[src/rtl/cfgs_pkg.sv]
package cfgs_pkg;
  typedef enum logic [2:0] {
    ST_IDLE,
    ST_RX,
    ST_RXACK,
    ST_TX,
    ST_TXACK
  } cfgs_state_t;

  typedef enum logic [1:0] {
    K_ADDR,
    K_CMD,
    K_CNT,
    K_DATA
  } cfgs_kind_t;
endpackage

[src/rtl/cfgs_glitch_filter.sv]
module cfgs_glitch_filter #(
  parameter int   FILT_CYC = 4,
  parameter logic RST_VAL  = 1'b1
) (
  input  logic clk,
  input  logic rst,
  input  logic line_i,
  output logic line_o
);
  localparam int CW = $clog2(FILT_CYC + 1);
  localparam logic [CW-1:0] LAST = CW'(FILT_CYC - 1);

  logic s1, s2;
  logic [CW-1:0] cnt;

  always_ff @(posedge clk) begin
    if (rst) begin
      s1     <= RST_VAL;
      s2     <= RST_VAL;
      cnt    <= '0;
      line_o <= RST_VAL;
    end else begin
      s1 <= line_i;
      s2 <= s1;
      if (s2 != line_o) begin
        if (cnt == LAST) begin
          line_o <= s2;
          cnt    <= '0;
        end else begin
          cnt <= cnt + 1'b1;
        end
      end else begin
        cnt <= '0;
      end
    end
  end

  // the output only moves to a value the synchronised line already held
  assert_filter_settled_R11: assert property (@(posedge clk) disable iff (rst)
    !$stable(line_o) |-> (line_o == $past(s2)));
endmodule

[src/rtl/cfgs_regbank.sv]
module cfgs_regbank #(
  parameter int         NREG      = 7,
  parameter logic [7:0] REG0_INIT = 8'hF0,
  parameter int         PW        = 3
) (
  input  logic            clk,
  input  logic            rst,
  input  logic            wr_en,
  input  logic [PW-1:0]   wr_addr,
  input  logic [7:0]      wr_data,
  input  logic [PW-1:0]   rd_addr,
  output logic [7:0]      rd_data,
  output logic [NREG*8-1:0] regs_o
);
  logic [7:0] q [NREG];

  for (genvar k = 0; k < NREG; k++) begin : g_reg
    localparam logic [7:0] INIT = (k == 0) ? REG0_INIT : 8'h00;
    always_ff @(posedge clk) begin
      if (rst)
        q[k] <= INIT;
      else if (wr_en && (wr_addr == PW'(k)))
        q[k] <= wr_data;
    end
    assign regs_o[8*k +: 8] = q[k];
  end

  always_comb begin
    rd_data = 8'hFF;
    for (int k = 0; k < NREG; k++)
      if (rd_addr == PW'(k)) rd_data = q[k];
  end

  // no strobe, no change anywhere in the bank
  assert_hold_unwritten_R4: assert property (@(posedge clk) disable iff (rst)
    !wr_en |=> $stable(regs_o));
endmodule

[src/rtl/cfg_serial_slave.sv]
module cfg_serial_slave #(
  parameter int         NREG      = 7,
  parameter logic [6:0] DEV_ADDR  = 7'h69,
  parameter logic [7:0] CNT_BYTE  = 8'h06,
  parameter logic [7:0] REG0_INIT = 8'hF0,
  parameter int         FILT_CYC  = 4
) (
  input  logic              clk,
  input  logic              rst,
  input  logic              scl_in,
  input  logic              sda_in,
  output logic              sda_pull,
  output logic [NREG*8-1:0] cfg_regs
);
  import cfgs_pkg::*;

  localparam int PW = $clog2(NREG + 1);
  localparam logic [PW-1:0] NREG_P = PW'(NREG);

  // line conditioning
  logic [1:0] raw_lines, filt_lines;
  assign raw_lines = {scl_in, sda_in};

  for (genvar g = 0; g < 2; g++) begin : g_filt
    cfgs_glitch_filter #(.FILT_CYC(FILT_CYC), .RST_VAL(1'b1)) u_filt (
      .clk    (clk),
      .rst    (rst),
      .line_i (raw_lines[g]),
      .line_o (filt_lines[g])
    );
  end

  logic scl_f, sda_f, scl_q, sda_q;
  assign scl_f = filt_lines[1];
  assign sda_f = filt_lines[0];

  always_ff @(posedge clk) begin
    if (rst) begin
      scl_q <= 1'b1;
      sda_q <= 1'b1;
    end else begin
      scl_q <= scl_f;
      sda_q <= sda_f;
    end
  end

  logic scl_rise, scl_fall, start_evt, stop_evt;
  assign scl_rise  =  scl_f & ~scl_q;
  assign scl_fall  = ~scl_f &  scl_q;
  assign start_evt =  scl_f &  scl_q &  sda_q & ~sda_f;
  assign stop_evt  =  scl_f &  scl_q & ~sda_q &  sda_f;

  // protocol state
  cfgs_state_t   state;
  cfgs_kind_t    kind;
  logic          is_read;
  logic          host_ack;
  logic [3:0]    bitcnt;
  logic [7:0]    rx_sh, tx_sh;
  logic [PW-1:0] wr_ptr, rd_ptr;
  logic [7:0]    rd_data;
  logic          wr_en;

  assign wr_en = (state == ST_RX) && scl_fall && (bitcnt == 4'd8)
                 && (kind == K_DATA) && (wr_ptr < NREG_P);

  cfgs_regbank #(.NREG(NREG), .REG0_INIT(REG0_INIT), .PW(PW)) u_bank (
    .clk     (clk),
    .rst     (rst),
    .wr_en   (wr_en),
    .wr_addr (wr_ptr),
    .wr_data (rx_sh),
    .rd_addr (rd_ptr),
    .rd_data (rd_data),
    .regs_o  (cfg_regs)
  );

  always_ff @(posedge clk) begin
    if (rst) begin
      state    <= ST_IDLE;
      kind     <= K_ADDR;
      is_read  <= 1'b0;
      host_ack <= 1'b0;
      bitcnt   <= '0;
      rx_sh    <= '0;
      tx_sh    <= '0;
      wr_ptr   <= '0;
      rd_ptr   <= '0;
      sda_pull <= 1'b0;
    end else if (start_evt) begin
      state    <= ST_RX;
      kind     <= K_ADDR;
      bitcnt   <= '0;
      wr_ptr   <= '0;
      host_ack <= 1'b0;
      sda_pull <= 1'b0;
    end else if (stop_evt) begin
      state    <= ST_IDLE;
      sda_pull <= 1'b0;
    end else begin
      case (state)
        ST_RX: begin
          if (scl_rise) begin
            rx_sh  <= {rx_sh[6:0], sda_f};
            bitcnt <= bitcnt + 1'b1;
          end else if (scl_fall && bitcnt == 4'd8) begin
            bitcnt <= '0;
            if (kind == K_ADDR && rx_sh[7:1] != DEV_ADDR) begin
              state <= ST_IDLE;
            end else begin
              state    <= ST_RXACK;
              sda_pull <= 1'b1;
            end
            case (kind)
              K_ADDR: begin
                is_read <= rx_sh[0];
                kind    <= K_CMD;
              end
              K_CMD:   kind <= K_CNT;
              K_CNT:   kind <= K_DATA;
              default: if (wr_ptr < NREG_P) wr_ptr <= wr_ptr + 1'b1;
            endcase
          end
        end
        ST_RXACK: begin
          if (scl_fall) begin
            if (is_read) begin
              state    <= ST_TX;
              tx_sh    <= CNT_BYTE;
              sda_pull <= ~CNT_BYTE[7];
              bitcnt   <= 4'd1;
              rd_ptr   <= '0;
            end else begin
              state    <= ST_RX;
              sda_pull <= 1'b0;
            end
          end
        end
        ST_TX: begin
          if (scl_fall) begin
            if (bitcnt == 4'd8) begin
              sda_pull <= 1'b0;
              state    <= ST_TXACK;
              host_ack <= 1'b0;
            end else begin
              sda_pull <= ~tx_sh[6];
              tx_sh    <= {tx_sh[6:0], 1'b0};
              bitcnt   <= bitcnt + 1'b1;
            end
          end
        end
        ST_TXACK: begin
          if (scl_rise) begin
            if (sda_f) state <= ST_IDLE;
            else       host_ack <= 1'b1;
          end else if (scl_fall && host_ack) begin
            state    <= ST_TX;
            tx_sh    <= rd_data;
            sda_pull <= ~rd_data[7];
            bitcnt   <= 4'd1;
            if (rd_ptr < NREG_P) rd_ptr <= rd_ptr + 1'b1;
          end
        end
        default: ;
      endcase
    end
  end

  // the pull-down moves only while the filtered clock is low
  assert_pull_scl_low_R10: assert property (@(posedge clk) disable iff (rst)
    !$stable(sda_pull) |-> !scl_f);

  // an idle slave never drives the line
  assert_idle_released_R7: assert property (@(posedge clk) disable iff (rst)
    (state == ST_IDLE) |-> !sda_pull);

  // the acknowledge is held for the whole acknowledge phase
  assert_ack_held_R1: assert property (@(posedge clk) disable iff (rst)
    (state == ST_RXACK) |-> sda_pull);

  // a host NACK ends the read and releases the line
  assert_nack_release_R8: assert property (@(posedge clk) disable iff (rst)
    (state == ST_TXACK && scl_rise && sda_f && !start_evt && !stop_evt)
      |=> (state == ST_IDLE && !sda_pull));

  // START always rearms address reception
  assert_start_rearm_R7: assert property (@(posedge clk) disable iff (rst)
    start_evt |=> (state == ST_RX && bitcnt == 4'd0));
endmodule

[config.mk]
export PLATFORM = sky130hd
export DESIGN_NAME = cfg_serial_slave
export DESIGN_NICKNAME = d
export VERILOG_FILES = /design/src/rtl/cfgs_pkg.sv /design/src/rtl/cfgs_glitch_filter.sv /design/src/rtl/cfgs_regbank.sv /design/src/rtl/cfg_serial_slave.sv
export SDC_FILE = /design/constraint.sdc
export NUM_CORES = 1
export LEC_CHECK = 0
export BUFFER_PORTS_ARGS = -buffer_cell sky130_fd_sc_hd__buf_2
export CAP_MARGIN = 20
export CORE_ASPECT_RATIO = 1.75
export CORE_MARGIN = 2
export CORE_UTILIZATION = 58
export DETAILED_ROUTE_END_ITERATION = 16
export PLACE_DENSITY = 0.84
export SETUP_SLACK_MARGIN = 0.02
export SLEW_MARGIN = 40
export SYNTH_ARGS = -nofsm -noshare
export SYNTH_HDL_FRONTEND = slang
export SYNTH_SLANG_ARGS = --single-unit
[constraint.sdc]
create_clock -name clk -period 2.5 [get_ports clk]
set_input_delay 0.125 -clock clk [delete_from_list [all_inputs] [get_ports clk]]
set_output_delay 0.125 -clock clk [all_outputs]
set_load 0.005 [all_outputs]
Yosys cells after proc, flatten, opt, wreduce, memory -nomap -nowiden
Memory sizes are Yosys's and may differ from the RTL's.
Cells that the tools add are included.

operators by class
  add/sub/neg operators = 5
  magnitude comparators = 2
  equal/unequal tests = 48
  muxes and demuxes = 88
  bitwise operators = 26
  reduce and logical (&&, ||, !) cells = 41

operators with widths
  operator             number
  $mux 8               14
  $mux 7               6
  $mux 3               13
  $mux 1               38
  $mux 4               8
  $reduce_and 8->1     4
  $eq 3x2->1 const B   8
  $ne 2x2->1 const B   12
  $eq 3x3->1 const B   7
  $pmux 7 s3           1
  $reduce_and 6->1     3
  $reduce_and 9->1     2
  $ne 4x4->1 const B   4
  $pmux 4 s4           1
  $logic_and 1x1->1    14
  $add 3x1->3 const B  4
  $not 1->1            12
  $pmux 3 s4           1
  $reduce_or 3->1      4
  $eq 3x1->1 const B   3
  $and 1x1->1          7
  $ne 7x7->1 const B   1
  $or 1x1->1           7
  $logic_not 3->1      2
  26 further kinds     34

word-level totals
  bits in registers = 47
  memory bits (writable) = 56
  input port bits = 4
  output and inout port bits = 57
  logic and storage cells = 232
  memories kept = 1

memory list
  name      depth  bits a word  read ports  clocked after Yosys merged registers in  wr ports  line                RTL
  u_bank.q  7      8            7           0                                        7         cfgs_regbank.sv:15  logic [7:0] q [NREG];

Logic depth before layout (Yosys ltp)
Gate-level depths: netlist of the first run.

  depth after elaboration = 12
  depth in mapped cells = 9
  gate-level depth less buffers = 7

By module
A second synthesis of the first run with hierarchy kept.

second synthesis, totals
  cells, all modules = 500
  area total of the unflattened synthesis = 5267.6 um2

by module, submodules not included
  module              instances  cells an instance  area each (um2)  seq. area each (um2)
  cfgs_regbank        1          219                2737.6           1681.6
  cfg_serial_slave    1          247                2102.0           700.7
  cfgs_glitch_filter  2          17                 214.0            120.1

Worst setup path before layout of the first run
Ideal clock, no wire load.

  kind = flip-flop to flip-flop
  start point = register state[0]
  end point = memory u_bank.q[4][0] (enable)
  library setup time = 326 ps
  arrival = 1708 ps
  data required time = 2174 ps
  path slack = 467 ps
  cell stages (with the launch flop) = 6
  buffers on the path = 1
  period minus slack after synthesis = 2033 ps
  cells stage by stage = dfxtp_1 > or3b_1 > or3_1 > buf_4 > nor2_1 > a21o_1

RTL lines
  element                 line                    RTL
  start, declared         cfg_serial_slave.sv:54  cfgs_state_t state;
  start signal, assigned  cfg_serial_slave.sv:80  state <= ST_IDLE;
  start signal, assigned  cfg_serial_slave.sv:91  state <= ST_RX;
  start signal, assigned  cfg_serial_slave.sv:98  state <= ST_IDLE;
  end, declared           cfgs_regbank.sv:15

==> results.md, run 1 <==
Outcome:
- The flow ran to the end, and the final reports show no timing, DRC or antenna violations.

Place:
- At the end of routability-driven placement, the weighted congestion stood at 0.907.
- Detailed placement ended at an HPWL of 10.1 mm.
- The number of buffers inserted by port buffering is 60.

Synthesis:
- The net count after synthesis is 533.
- The number of flip-flops and latches in the synthesized netlist is 103.
- Counting flops with a built-in enable in the synthesized netlist gives 56.
- The number of synthesis warnings is 0.
- For this run, asynchronously set or reset flops after synthesis account for 0%.
- In the synthesized netlist, the number of instances is 509.
- The most used flip-flop cell after synthesis is sky130_fd_sc_hd__edfxtp_1.
- The average size of a mapped cell is 10.1 um^2.
- The netlist uses 66 different library cells.
- Sequential cells were found to cover 50.8% of the synthesized design area.
- After synthesis the cells add up to 0.00516 mm^2.

Timing:
- For the final database, setup skew stands at 0.00906 ns.
- The sum of negative setup slack is 0 ns.
- The final-report setup violation count is 0.
- The slew at the pin closest to its max-slew limit is 0.769 ns.
- The final max-slew violation count is 0.
- Derived from the worst setup path, the maximum achievable clock frequency is 0.432 GHz.
- Measured against its own limit, the worst slew margin works out to 48.7%.
- Setup repair after global routing left no endpoint under its margin.
- The number of hold-slack violations in the final timing report is 0.
- The worst path uses 92.6% of the clock period.
- The worst hold slack across all endpoints is 0.340 ns.
- The worst path in the final design needs a cycle of 2.31 ns, including I/O delays and setup.

Routing:
- The detailed-route via count is 4,266.
- The total wire length is 13.5 mm.
- After detailed routing, the average wire length per cell comes to 19.5 um.
- The total DRC errors in the routed layout is 0.
- The first TritonRoute pass finished after 5 iterations.
- The count of nets left with antenna violations once routing finished came out at 0.
- The ratio of routed vias to standard cells is 6.15.
- The detailed router finished its first iteration with 341 violations.

Floorplan:
- The area of the die is 0.00969 mm^2.
- The floorplan has 45 rows.
- The initial core utilization is 59.5%.
- The die span in x is 75.3 um.
- The total area inside the core boundary comes to 0.00867 mm^2.
- The height of the die is 129 um.
- The number of top-level pins is 61.

Final layout:
- The top cell types in the final layout, fill and taps aside, are 60 x sky130_fd_sc_hd__buf_2, 56 x sky130_fd_sc_hd__edfxtp_1, 47 x sky130_fd_sc_hd__dfxtp_1.
- The most common library cell in the layout ignoring fill and taps is sky130_fd_sc_hd__buf_2.
- The final layout net count is 596.
- The area growth from synthesis to layout is 15.3%.
- The final-layout fill cell count is 667.
- The share of final-layout standard cells stronger than drive strength 1 is 19.6%.
- The count of inserted antenna diode cells is 0.
- Summing all multi-input logic gate instances after layout gives 0.00230 mm^2.
- The final cell utilization of the core is 68.6%.
- The sequential cell area is 0.00262 mm^2.

Flow run:
- The tool flagged a number of max-cap violations equal to 0.

Clock tree:
- The CTS tree is built.
- The buffers inserted during post-CTS setup optimization is 0.
- The maximum root-to-sink buffer count is 2.
- TritonCTS created 9 clock buffers.
- At the later pin of the worst-skew pair, clock insertion delay measures 0.35 ns.
- The H-tree generated during clock tree synthesis spans 3 levels.
- CTS saw 103 sinks.
- The clock tree root driver cell is sky130_fd_sc_hd__clkbuf_16.
- The clock edge transition at the registers on the reported setup and hold paths is 0.07 ns.

Power:
- Net switching is 20.6% of the power.
- For this design the ratio of total power to cell area is 577 mW/mm^2.
- Combinational cells account for 3.4% of the total power.
- The leakage power of the design is 2.35 nW.
- The internal cell power is 2.73 mW.
- The worst vdd rail ir drop is 0.000458 V.
- The share of total power in the clock network is 42.3%.
- The analysis attributes to net switching a power of 0.706 mW.
- The share of total power dissipated in sequential elements is 54.3%.

Worst hold path:
- The worst min-delay path class is in2reg.

GRT:
- The remaining global-route overflow is 0.
- The number of global-route vias before repair is 4,248.
- The most used routing layer in global routing is met2.
- The pin count of the biggest net entering global routing is 42.
- The first global-routing pass estimated 20.8 mm of wire.
- The met1 layer usage reported by global route is 29.1%.
- The initial antenna violation count is 0.
- In the global route stage, met3 resource usage came out at 4.31%.
- The global-route met2 utilization is 51.2%.
- The all-layer global routing usage is 29.2%.

Setup path:
- Along the worst path, the maximum fanout reaches 24.
- STA classifies the critical path endpoint as a flop.
- The data arrival time of the critical path is 2.52 ns.
- The worst setup path is launched from a flop.
- The required arrival time at the worst endpoint is 2.71 ns.
- The worst setup path is of the reg2reg kind.
==> Yosys cell counts, drive strengths merged, types with 2 or more instances <==
cell type  count  area [um^2]
and4           2         17.5
a211o          2         17.5
and3          27          169
o211ai         8         65.1
edfxtp        56         1680
mux2i          5         50.1
nand3         16         80.1
a311oi        11         96.3
a31oi          2         12.5
a211oi         5         37.5
o22ai          8         50.1
and4b          3         30.0
nor3b          5         42.5
inv           26         97.6
nand3b         3         22.5
or2            7         43.8
or4            2         15.0
clkbuf        20         75.1
a21o           7         52.6
nor2          42          160
a21oi         30          150
ha            20          250
nor2b          9         56.3
nand2b        16          100
nor4           2         25.0
and2          29          181
a221oi         3         26.3
or3b           2         17.5
xnor2          3         26.3
nand2         33          124
a41o           2         20.0
or3            6         37.5
a22o           5         43.8
o21ai         11         58.8
nor3           6         46.3
buf            9         58.8
dfxtp         47          941
==> area by class of cell <==
cell class	instances	area share [%]
clock buffer	12	4.36
clock inverter	4	0.863
inverter	26	1.64
multi-input combinational	351	38.8
sequential	103	44.1
tap	117	2.46
timing repair buffer	81	7.79
==> repair_timing <==
| item | 4_1_cts | 5_1_grt |
|---|---|---|
| hold buffers | 2 | 0 |
| endpoints found under the hold margin | 2 | 0 |
| resized for setup | 0 | 1 |
| setup endpoints to repair | 0 | 1 |
==> registers in the layout (all words and copies together), names as in the netlist <==
name and count:
sda_pull 1, g_filt.u_filt.line_o 2, tx_sh 7, bitcnt 4, wr_ptr 3, host_ack 1, is_read 1, g_filt.u_filt.s1 2
u_bank.q 56, state 3, g_filt.u_filt.s2 2, kind 2, rd_ptr 3, rx_sh 8, g_filt.u_filt.cnt 6, scl_q 1
sda_q 1
==> routing by layer <==
| layer | up-vias | part of all wire, % |
|---|---|---|
| met5 | - | 0 |
| met4 | 0 | 8.0 |
| met3 | 71 | 4.0 |
| met2 | 186 | 54 |
| met1 | 2036 | 34 |
| li1 | 1973 | - |
==> power by group through the flow <==
stage               clock network (mW)  logic (mW)  registers [mW]
floorplan                            0      0.0448            1.90
global placement                     0       0.113            1.90
detailed placement                   0       0.115            1.90
CTS                               1.46       0.118            1.86
global route                      1.52       0.129            1.87
finish                            1.45       0.118            1.86
==> cell families after synthesis <==
| kind of cell | after synthesis | share of synthesized area [%] |
|---|---|---|
| mux | 6 | 1.19 |
| compound gates | 107 | 14.6 |
| fa+ha+maj | 20 | 4.85 |
| xor+xnor | 4 | 0.679 |
| simple gates | 214 | 23.4 |
| buf+inv | 55 | 4.49 |
| flops | 103 | 50.8 |
==> through the flow <==
stage | worst slack [ns] | cell area [um^2] | instances | power [mW]
2_1_floorplan | 0.467 | 5160 | 509 | 1.94
3_3_place_gp | 0.315 | 5610 | 676 | 2.01
3_5_place_dp | 0.224 | 5610 | 676 | 2.01
4_1_cts | 0.214 | 5940 | 694 | 3.44
5_1_grt | 0.0344 | 5940 | 694 | 3.52
6_report | 0.186 | 5940 | 694 | 3.43
==> final timing paths <==
| check | startpoint | end | slack (ns) | depth (start not counted) |
|---|---|---|---|---|
| max reg2reg | state[2] | u_bank.q[4][5] | 0.19 | 6 |
| min reg2reg | g_filt[0].u_filt.s1 | g_filt[0].u_filt.s2 | 0.41 | 1 |
| min | rst | rd_ptr[1] | 0.34 | 2 |
| max | state[2] | u_bank.q[4][5] | 0.19 | 6 |
==> worst max-delay path: stages (launching register included) <==
cell and delay (ns):
sky130_fd_sc_hd__dfxtp_1 0.44, sky130_fd_sc_hd__or3b_1 0.48, sky130_fd_sc_hd__or3_1 0.46, sky130_fd_sc_hd__buf_4 0.20
sky130_fd_sc_hd__nor3_4 0.15, sky130_fd_sc_hd__buf_4 0.25, sky130_fd_sc_hd__and3_1 0.20
Power figures use the tool's default switching activity.
==> run 2, diff against run 1 <==
- BUFFER_PORTS_ARGS: -buffer_cell sky130_fd_sc_hd__buf_2 -> default
- CORE_UTILIZATION: 58 -> 60
- DONT_BUFFER_PORTS: default -> 1
- PLACE_DENSITY: 0.84 -> 0.81
- SETUP_SLACK_MARGIN: 0.02 -> 0.3
==> run 2 against run 1 <==
Flip-flop and latch count unchanged. Routed wire length fell by 4.1%. Design area shrank 4.3%. Register-to-register slack better by 0.19 ns. Power grew 0.20%. Clock power rose by 3%. Non-clock buffer count down 59. Sequential power barely moved. Final cell count down 8.8%. Critical path type unchanged. Critical endpoint is now u_bank.q[0][6].
==> results.md, run 2 (synthesis results as in run 1) <==
Outcome:
- Status: finished, final reports clean (unchanged).

Clock tree:
- The CTS sink count is 103 (unchanged).
- The TritonCTS buffer count is 9 (unchanged).
- The maximum root-to-sink buffer count was 2 (unchanged).
- The buffers inserted during post-CTS setup optimization is 0 (unchanged).
- The clock edge transition at the registers on the reported setup and hold paths is 0.07 ns (about the same).
- The latest clock arrival within the worst-skew pair is 0.35 ns (about the same).
- The CTS tree is built (unchanged).
- The clock tree root driver cell is sky130_fd_sc_hd__clkbuf_16 (unchanged).
- The maximum level of the CTS H-tree came to 3 (unchanged).

Worst hold path:
- The worst min-delay path class was in2reg (unchanged).

Routing:
- The remaining antenna violation count came to 0 (unchanged).
- The met2 wirelength from detailed routing is 7.00 mm (was 7.24 mm).
- The total DRC errors in the routed layout was 0 (unchanged).
- The wire length on met1 came to 4.30 mm (was 4.65 mm).
- The top layer reached by signal wires is met4 (unchanged).
- The ratio of routed vias to standard cells is 6.27 (was 6.15).
- The detailed router's first-iteration violation count is 341 (unchanged).
- The wire length per cell after detailed routing is 20.5 um (was 19.5 um).
- The number of iterations in the first detailed-routing pass came to 5 (unchanged).
- The detailed-route via count is 3,966 (was 4,266).
- The total wire length is 13.0 mm (was 13.5 mm).
- The routed length on met3 is 852 um (was 543 um).

Final layout:
- Commonest non-fill, non-tap cells in the layout: 56 x sky130_fd_sc_hd__edfxtp_1, 46 x sky130_fd_sc_hd__dfxtp_1, 41 x sky130_fd_sc_hd__nor2_1 (was 60 x sky130_fd_sc_hd__buf_2, 56 x sky130_fd_sc_hd__edfxtp_1, 47 x sky130_fd_sc_hd__dfxtp_1).
- The register with the highest flop count is u_bank.q (unchanged).
- The share of final-layout standard cells stronger than drive strength 1 is 11.8% (was 19.6%).
- The footprint of the multi-input gates came to 0.00233 mm^2 (was 0.00230 mm^2).
- The growth of design area from synthesis to finish was 10.3% (was 15.3%).
- The sequential cell area is 0.00262 mm^2 (about the same).
- The final-layout fill cell count is 603 (was 667).
- The cell area after layout is 0.00569 mm^2 (was 0.00594 mm^2).
- The count of inserted antenna diode cells is 0 (unchanged).
- The final layout net count is 537 (was 596).
- The flip-flop count of the largest register after layout is 56 (unchanged).
- The most common library cell in the layout ignoring fill and taps is sky130_fd_sc_hd__edfxtp_1 (was sky130_fd_sc_hd__buf_2).
- Leading registers by flop count: u_bank.q (56), rx_sh (8), tx_sh (7) (unchanged).

Setup path:
- The required arrival time at the worst endpoint is 2.59 ns (was 2.71 ns).
- The classification of the worst setup path is reg2reg (unchanged).
- The kind of end point of the critical path is a flop (unchanged).
- The data arrival time of the critical path is 2.21 ns (was 2.52 ns).
- The nature of the critical path startpoint is a flop (unchanged).
- The slack of the worst reg-to-reg path is 0.38 ns (was 0.19 ns).
- The maximum fanout along the worst path is 8 (was 24).

GRT:
- The global-route wire length before repair came to 20.4 mm (was 20.8 mm).
- The number of global-route vias before repair is 3,947 (was 4,248).
- The remaining global-route overflow was 0 (unchanged).
- The all-layer global routing usage is 29.5% (was 29.2%).
- The pin count of the biggest net entering global routing is 31 (was 42).
- The initial antenna violation count is 0 (unchanged).

Power:
- The total design power is 3.44 mW (was 3.43 mW).
- The leakage power of the design was 2.11 nW (was 2.35 nW).
- The ratio of total power to cell area is 605 mW/mm^2 (was 577 mW/mm^2).
- The worst vdd rail ir drop is 0.000425 V (was 0.000458 V).

Flow run:
- The max-capacitance violation count came to 0 (unchanged).

Timing:
- The highest attainable clock frequency is 0.471 GHz (was 0.432 GHz).
- The number of hold-slack violations in the final timing report is 0 (unchanged).
- The worst clock skew is 0.00834 ns (was 0.00906 ns).
- The slew at the pin closest to its max-slew limit is 0.545 ns (was 0.769 ns).
- The headroom to the max-slew limit was 63.7% (was 48.7%).
- The sum of negative setup slack is 0 ns (unchanged).
- The final-report setup violation count came to 0 (unchanged).
- Setup repair after global routing missed its margin: true (was false).
- The share of the cycle needed by the critical path after routing is 84.9% (was 92.6%).
- The final max-slew violation count came to 0 (unchanged).
- The final critical path time including I/O delays and setup is 2.12 ns (was 2.31 ns).

Floorplan:
- The number of rows in the core area is 44 (was 45).
- The number of top-level pins came to 61 (unchanged).
- The area of the die came to 0.00938 mm^2 (was 0.00969 mm^2).
- The die span in x was 74.1 um (was 75.3 um).
- The core area is 0.00831 mm^2 (was 0.00867 mm^2).
- The initial core utilization was 62.0% (was 59.5%).
- The height of the die is 127 um (was 129 um).

Place:
- The number of buffers inserted by port buffering is 0 (was 60).
- The cell area after placement is 0.00531 mm^2 (was 0.00561 mm^2).
- The routability-driven placement congestion ratio is 0.945 (was 0.907).
- The half-perimeter wire length after detailed placement is 9.49 mm (was 10.1 mm).
-- run 2: cell types whose count changed in the layout (fill, tap and decap cells not counted), moves of 2 or more --
| cell | change |
|---|---|
| sky130_fd_sc_hd__clkinv_2 | -2 |
| sky130_fd_sc_hd__ha_1 | -2 |
| sky130_fd_sc_hd__clkinv_4 | +2 |
| sky130_fd_sc_hd__buf_2 | -59 |
| sky130_fd_sc_hd__ha_2 | +2 |
| sky130_fd_sc_hd__clkinv_1 | +2 |
-- run 2: worst paths after layout --
check	start	end	cells after the start
min	rst	sda_pull	2
max	state[2]	u_bank.q[0][6]	5
min reg2reg	g_filt[1].u_filt.s1	g_filt[1].u_filt.s2	1
max reg2reg	state[2]	u_bank.q[0][6]	5
-- run 2: routing by layer --
| layer | track usage [%] | up-vias |
|---|---|---|
| met5 | 0 | - |
| met4 | 19.0 | 0 |
| met3 | 7.39 | 48 |
| met2 | 51.2 | 176 |
| met1 | 30.1 | 1887 |
| li1 | - | 1855 |
-- run 2: cell type report --
cell class                 instances  area share [%]
inverter                          26            1.72
clock inverter                     7            1.69
multi-input combinational        351            41.0
timing repair buffer              22            3.01
tap                              115            2.53
clock buffer                       9            3.96
sequential                       103            46.1
-- run 2: critical path, stage by stage (launching register included) --
cell                       delay (ns)
sky130_fd_sc_hd__dfxtp_1         0.34
sky130_fd_sc_hd__or3b_1          0.43
sky130_fd_sc_hd__or3_4           0.42
sky130_fd_sc_hd__nor2_2          0.16
sky130_fd_sc_hd__and3_1          0.38
sky130_fd_sc_hd__nand2b_1        0.12
-- run 2: stage by stage --
stage                     setup WS, ns  hold slack, ns  utilization (%)  instances
final                            0.378          0.0600             68.4        633
after global routing             0.291          0.0530             68.4        633
after CTS                        0.329          0.0524             68.1        633
after detailed placement         0.354           0.203             63.9        614
after global placement           0.417           0.201             63.9        614
after floorplan                  0.467           0.229                -        509
-- run 2: report_power, final --
group	internal (mW)	leakage (nW)	switching, mW
clock	0.881	0.157	0.622
combinational	0.0199	1.04	0.0407
sequential	1.83	0.914	0.0444
-- run 2: what timing repair did --
action	in CTS	in global routing
setup endpoints to repair	0	64
resized for setup	0	12
hold buffers	3	0
hold endpoints to repair	34	0
==> run 3, diff against run 2 <==
- CORE_UTILIZATION: 60 -> 57
- PLACE_DENSITY: 0.81 -> 0.8
- clock period: 2.5 -> 1.76 ns (I/O delays scaled with it)
==> run 3 against run 2 <==
Critical path depth grew 2. The run now ends with negative setup slack left. Global-route usage is 2.6 points higher. Power rose by 40%. Largest power group unchanged. Clock skew increased by 0.0013 ns. Flip-flop and latch count stayed put. Critical path type unchanged. Clock-buffer cell count up 1. Final cell count up 14%. Die area increased by 5.0%. Sequential share of layout area shrank 8.5 points.
==> results.md, run 3 (synthesis results as in run 1) <==
Timing:
- Setup repair after global routing missed its margin: true (unchanged).
- The sum of negative setup slack was -12.29 ns (was 0 ns).
- The final worst-path setup slack came to -0.208 ns (was 0.378 ns).
- The number of hold-slack violations in the final timing report is 0 (unchanged).
- The final max-slew violation count is 0 (unchanged).
- The final-report setup violation count is 131 (was 0).
- The slew at the pin closest to its max-slew limit is 0.441 ns (was 0.545 ns).
- The worst clock skew is 0.00963 ns (was 0.00834 ns).
- The highest attainable clock frequency was 0.508 GHz (was 0.471 GHz).
- The final critical path time including I/O delays and setup came to 1.97 ns (was 2.12 ns).
- The headroom to the max-slew limit is 70.6% (was 63.7%).
- The share of the cycle needed by the critical path after routing is 112% (was 84.9%).

Routing:
- The wire length per cell after detailed routing came to 23.7 um (was 20.5 um).
- The remaining antenna violation count is 0 (unchanged).
- The number of iterations in the first detailed-routing pass is 8 (was 5).
- The detailed-route via count was 4,645 (was 3,966).
- The total DRC errors in the routed layout came to 0 (unchanged).
- The total wire length is 17.1 mm (was 13.0 mm).
- The ratio of routed vias to standard cells was 6.46 (was 6.27).
- The detailed router's first-iteration violation count is 359 (was 341).

Final layout:
- The most common library cell in the layout ignoring fill and taps is sky130_fd_sc_hd__buf_4 (was sky130_fd_sc_hd__edfxtp_1).
- The final layout net count is 621 (was 537).
- The final-layout fill cell count is 454 (was 603).
- The share of final-layout standard cells stronger than drive strength 1 is 38.0% (was 11.8%).
- The register with the highest flop count was u_bank.q (unchanged).
- The growth of design area from synthesis to finish is 35.8% (was 10.3%).
- Leading registers by flop count: u_bank.q (56), rx_sh (8), tx_sh (7) (unchanged).
- The flip-flop count of the largest register after layout came to 56 (unchanged).
- Commonest non-fill, non-tap cells in the layout: 72 x sky130_fd_sc_hd__buf_4, 56 x sky130_fd_sc_hd__edfxtp_1, 40 x sky130_fd_sc_hd__dfxtp_1 (was 56 x sky130_fd_sc_hd__edfxtp_1, 46 x sky130_fd_sc_hd__dfxtp_1, 41 x sky130_fd_sc_hd__nor2_1).
- The count of inserted antenna diode cells was 0 (unchanged).

Clock tree:
- The TritonCTS buffer count is 9 (unchanged).
- The clock edge transition at the registers on the reported setup and hold paths is 0.07 ns (about the same).
- The latest clock arrival within the worst-skew pair is 0.35 ns (about the same).
- The maximum level of the CTS H-tree came to 3 (unchanged).
- The maximum root-to-sink buffer count is 2 (unchanged).
- The CTS sink count is 103 (unchanged).
- The clock tree root driver cell is sky130_fd_sc_hd__clkbuf_16 (unchanged).
- The CTS tree is built (unchanged).

GRT:
- The number of global-route vias before repair came to 4,663 (was 3,947).
- The pin count of the biggest net entering global routing is 32 (was 31).
- The initial antenna violation count is 0 (unchanged).
- The remaining global-route overflow is 0 (unchanged).
- The all-layer global routing usage is 32.0% (was 29.5%).
- The global-route wire length before repair is 24.3 mm (was 20.4 mm).

Flow run:
- The max-capacitance violation count is 0 (unchanged).

Power:
- The leakage power of the design was 2.71 nW (was 2.11 nW).
- The ratio of total power to cell area was 687 mW/mm^2 (was 605 mW/mm^2).
- The total design power came to 4.81 mW (was 3.44 mW).
- The worst vdd rail ir drop was 0.000599 V (was 0.000425 V).

Floorplan:
- The core area is 0.00873 mm^2 (was 0.00831 mm^2).
- The number of top-level pins was 61 (unchanged).
- The die span in x is 75.9 um (was 74.1 um).
- The height of the die is 130 um (was 127 um).
- The number of rows in the core area is 45 (was 44).
- The initial core utilization is 59.1% (was 62.0%).
- The area of the die is 0.00986 mm^2 (was 0.00938 mm^2).

Outcome:
- Status: complete, but fails checks (was finished, final reports clean).
- The final reports fail on negative setup slack.

Place:
- The half-perimeter wire length after detailed placement came to 10.6 mm (was 9.49 mm).
- The routability-driven placement congestion ratio is 0.909 (was 0.945).
- The worst slack after detailed placement is -0.256 ns (was 0.354 ns).
- The number of buffers inserted by port buffering is 0 (unchanged).

Setup path:
- The classification of the worst setup path is reg2reg (unchanged).
- The kind of end point of the critical path is a flop (unchanged).
- The nature of the critical path startpoint was a flop (unchanged).
- The data arrival time of the critical path is 2.21 ns (about the same).
- The required arrival time at the worst endpoint is 2.01 ns (was 2.59 ns).
- The maximum fanout along the worst path is 6 (was 8).
- The slack of the worst reg-to-reg path is -0.21 ns (was 0.38 ns).

Worst hold path:
- The worst min-delay path class is in2reg (unchanged).
-- run 3: metrics by stage --
step                      std cells  hold WS (ns)  instance area, um^2  util (%)
after floorplan                 509         0.192                 5330         -
after global routing            719        0.0118                 7000      80.2
after CTS                       707       0.00985                 6730      77.1
after detailed placement        669         0.164                 5900      67.6
final                           719       0.00599                 7000      80.2
after global placement          669         0.161                 5900      67.6
-- run 3: area by class of cell --
type	instances	area, um^2	area share (%)
sequential	103	2640	37.7
timing repair buffer	105	960	13.7
tap	117	146	2.09
inverter	26	106	1.52
clock buffer	10	229	3.27
multi-input combinational	352	2860	40.8
clock inverter	6	67.6	0.965
-- run 3: routing by layer --
| layer | part of all wire [%] | GRT usage [%] |
|---|---|---|
| met1 | 31 | 28.8 |
| met2 | 53 | 61.5 |
| met3 | 6.7 | 7.19 |
| met4 | 9.5 | 24.9 |
| met5 | 0 | 0 |
-- run 3: path summary, 6_finish.rpt --
path,cells past startpoint,start,to
max,7,state[2],tx_sh[6]
max reg2reg,7,state[2],tx_sh[6]
min reg2reg,1,g_filt[0].u_filt.s1,g_filt[0].u_filt.s2
min,1,rst,u_bank.q[4][6]
-- run 3: report_power, final --
group	internal, mW	total (mW)	leakage, nW	switching, mW
registers	2.60	2.67	0.918	0.0708
logic	0.0525	0.122	1.65	0.0690
clock network	1.12	2.02	0.147	0.902
total	3.77	4.81	2.71	1.04
-- run 3: what timing repair did --
item | 4_1_cts | 5_1_grt
pin swaps | 51 | 47
hold endpoints to repair | 37 | 0
gates cloned | 1 | 0
endpoints found under the setup margin | 145 | 145
resized for setup | 73 | 48
hold buffers | 4 | 0
setup buffers | 17 | 12
-- run 3: worst max-delay path, cell delays in order (launching register included) --
cell and delay [ns]:
sky130_fd_sc_hd__dfxtp_2 0.36, sky130_fd_sc_hd__buf_6 0.13, sky130_fd_sc_hd__or3b_4 0.44, sky130_fd_sc_hd__o21ai_4 0.10, sky130_fd_sc_hd__buf_6 0.15, sky130_fd_sc_hd__and4_4 0.32, sky130_fd_sc_hd__nor2_1 0.07, sky130_fd_sc_hd__a311oi_1 0.28
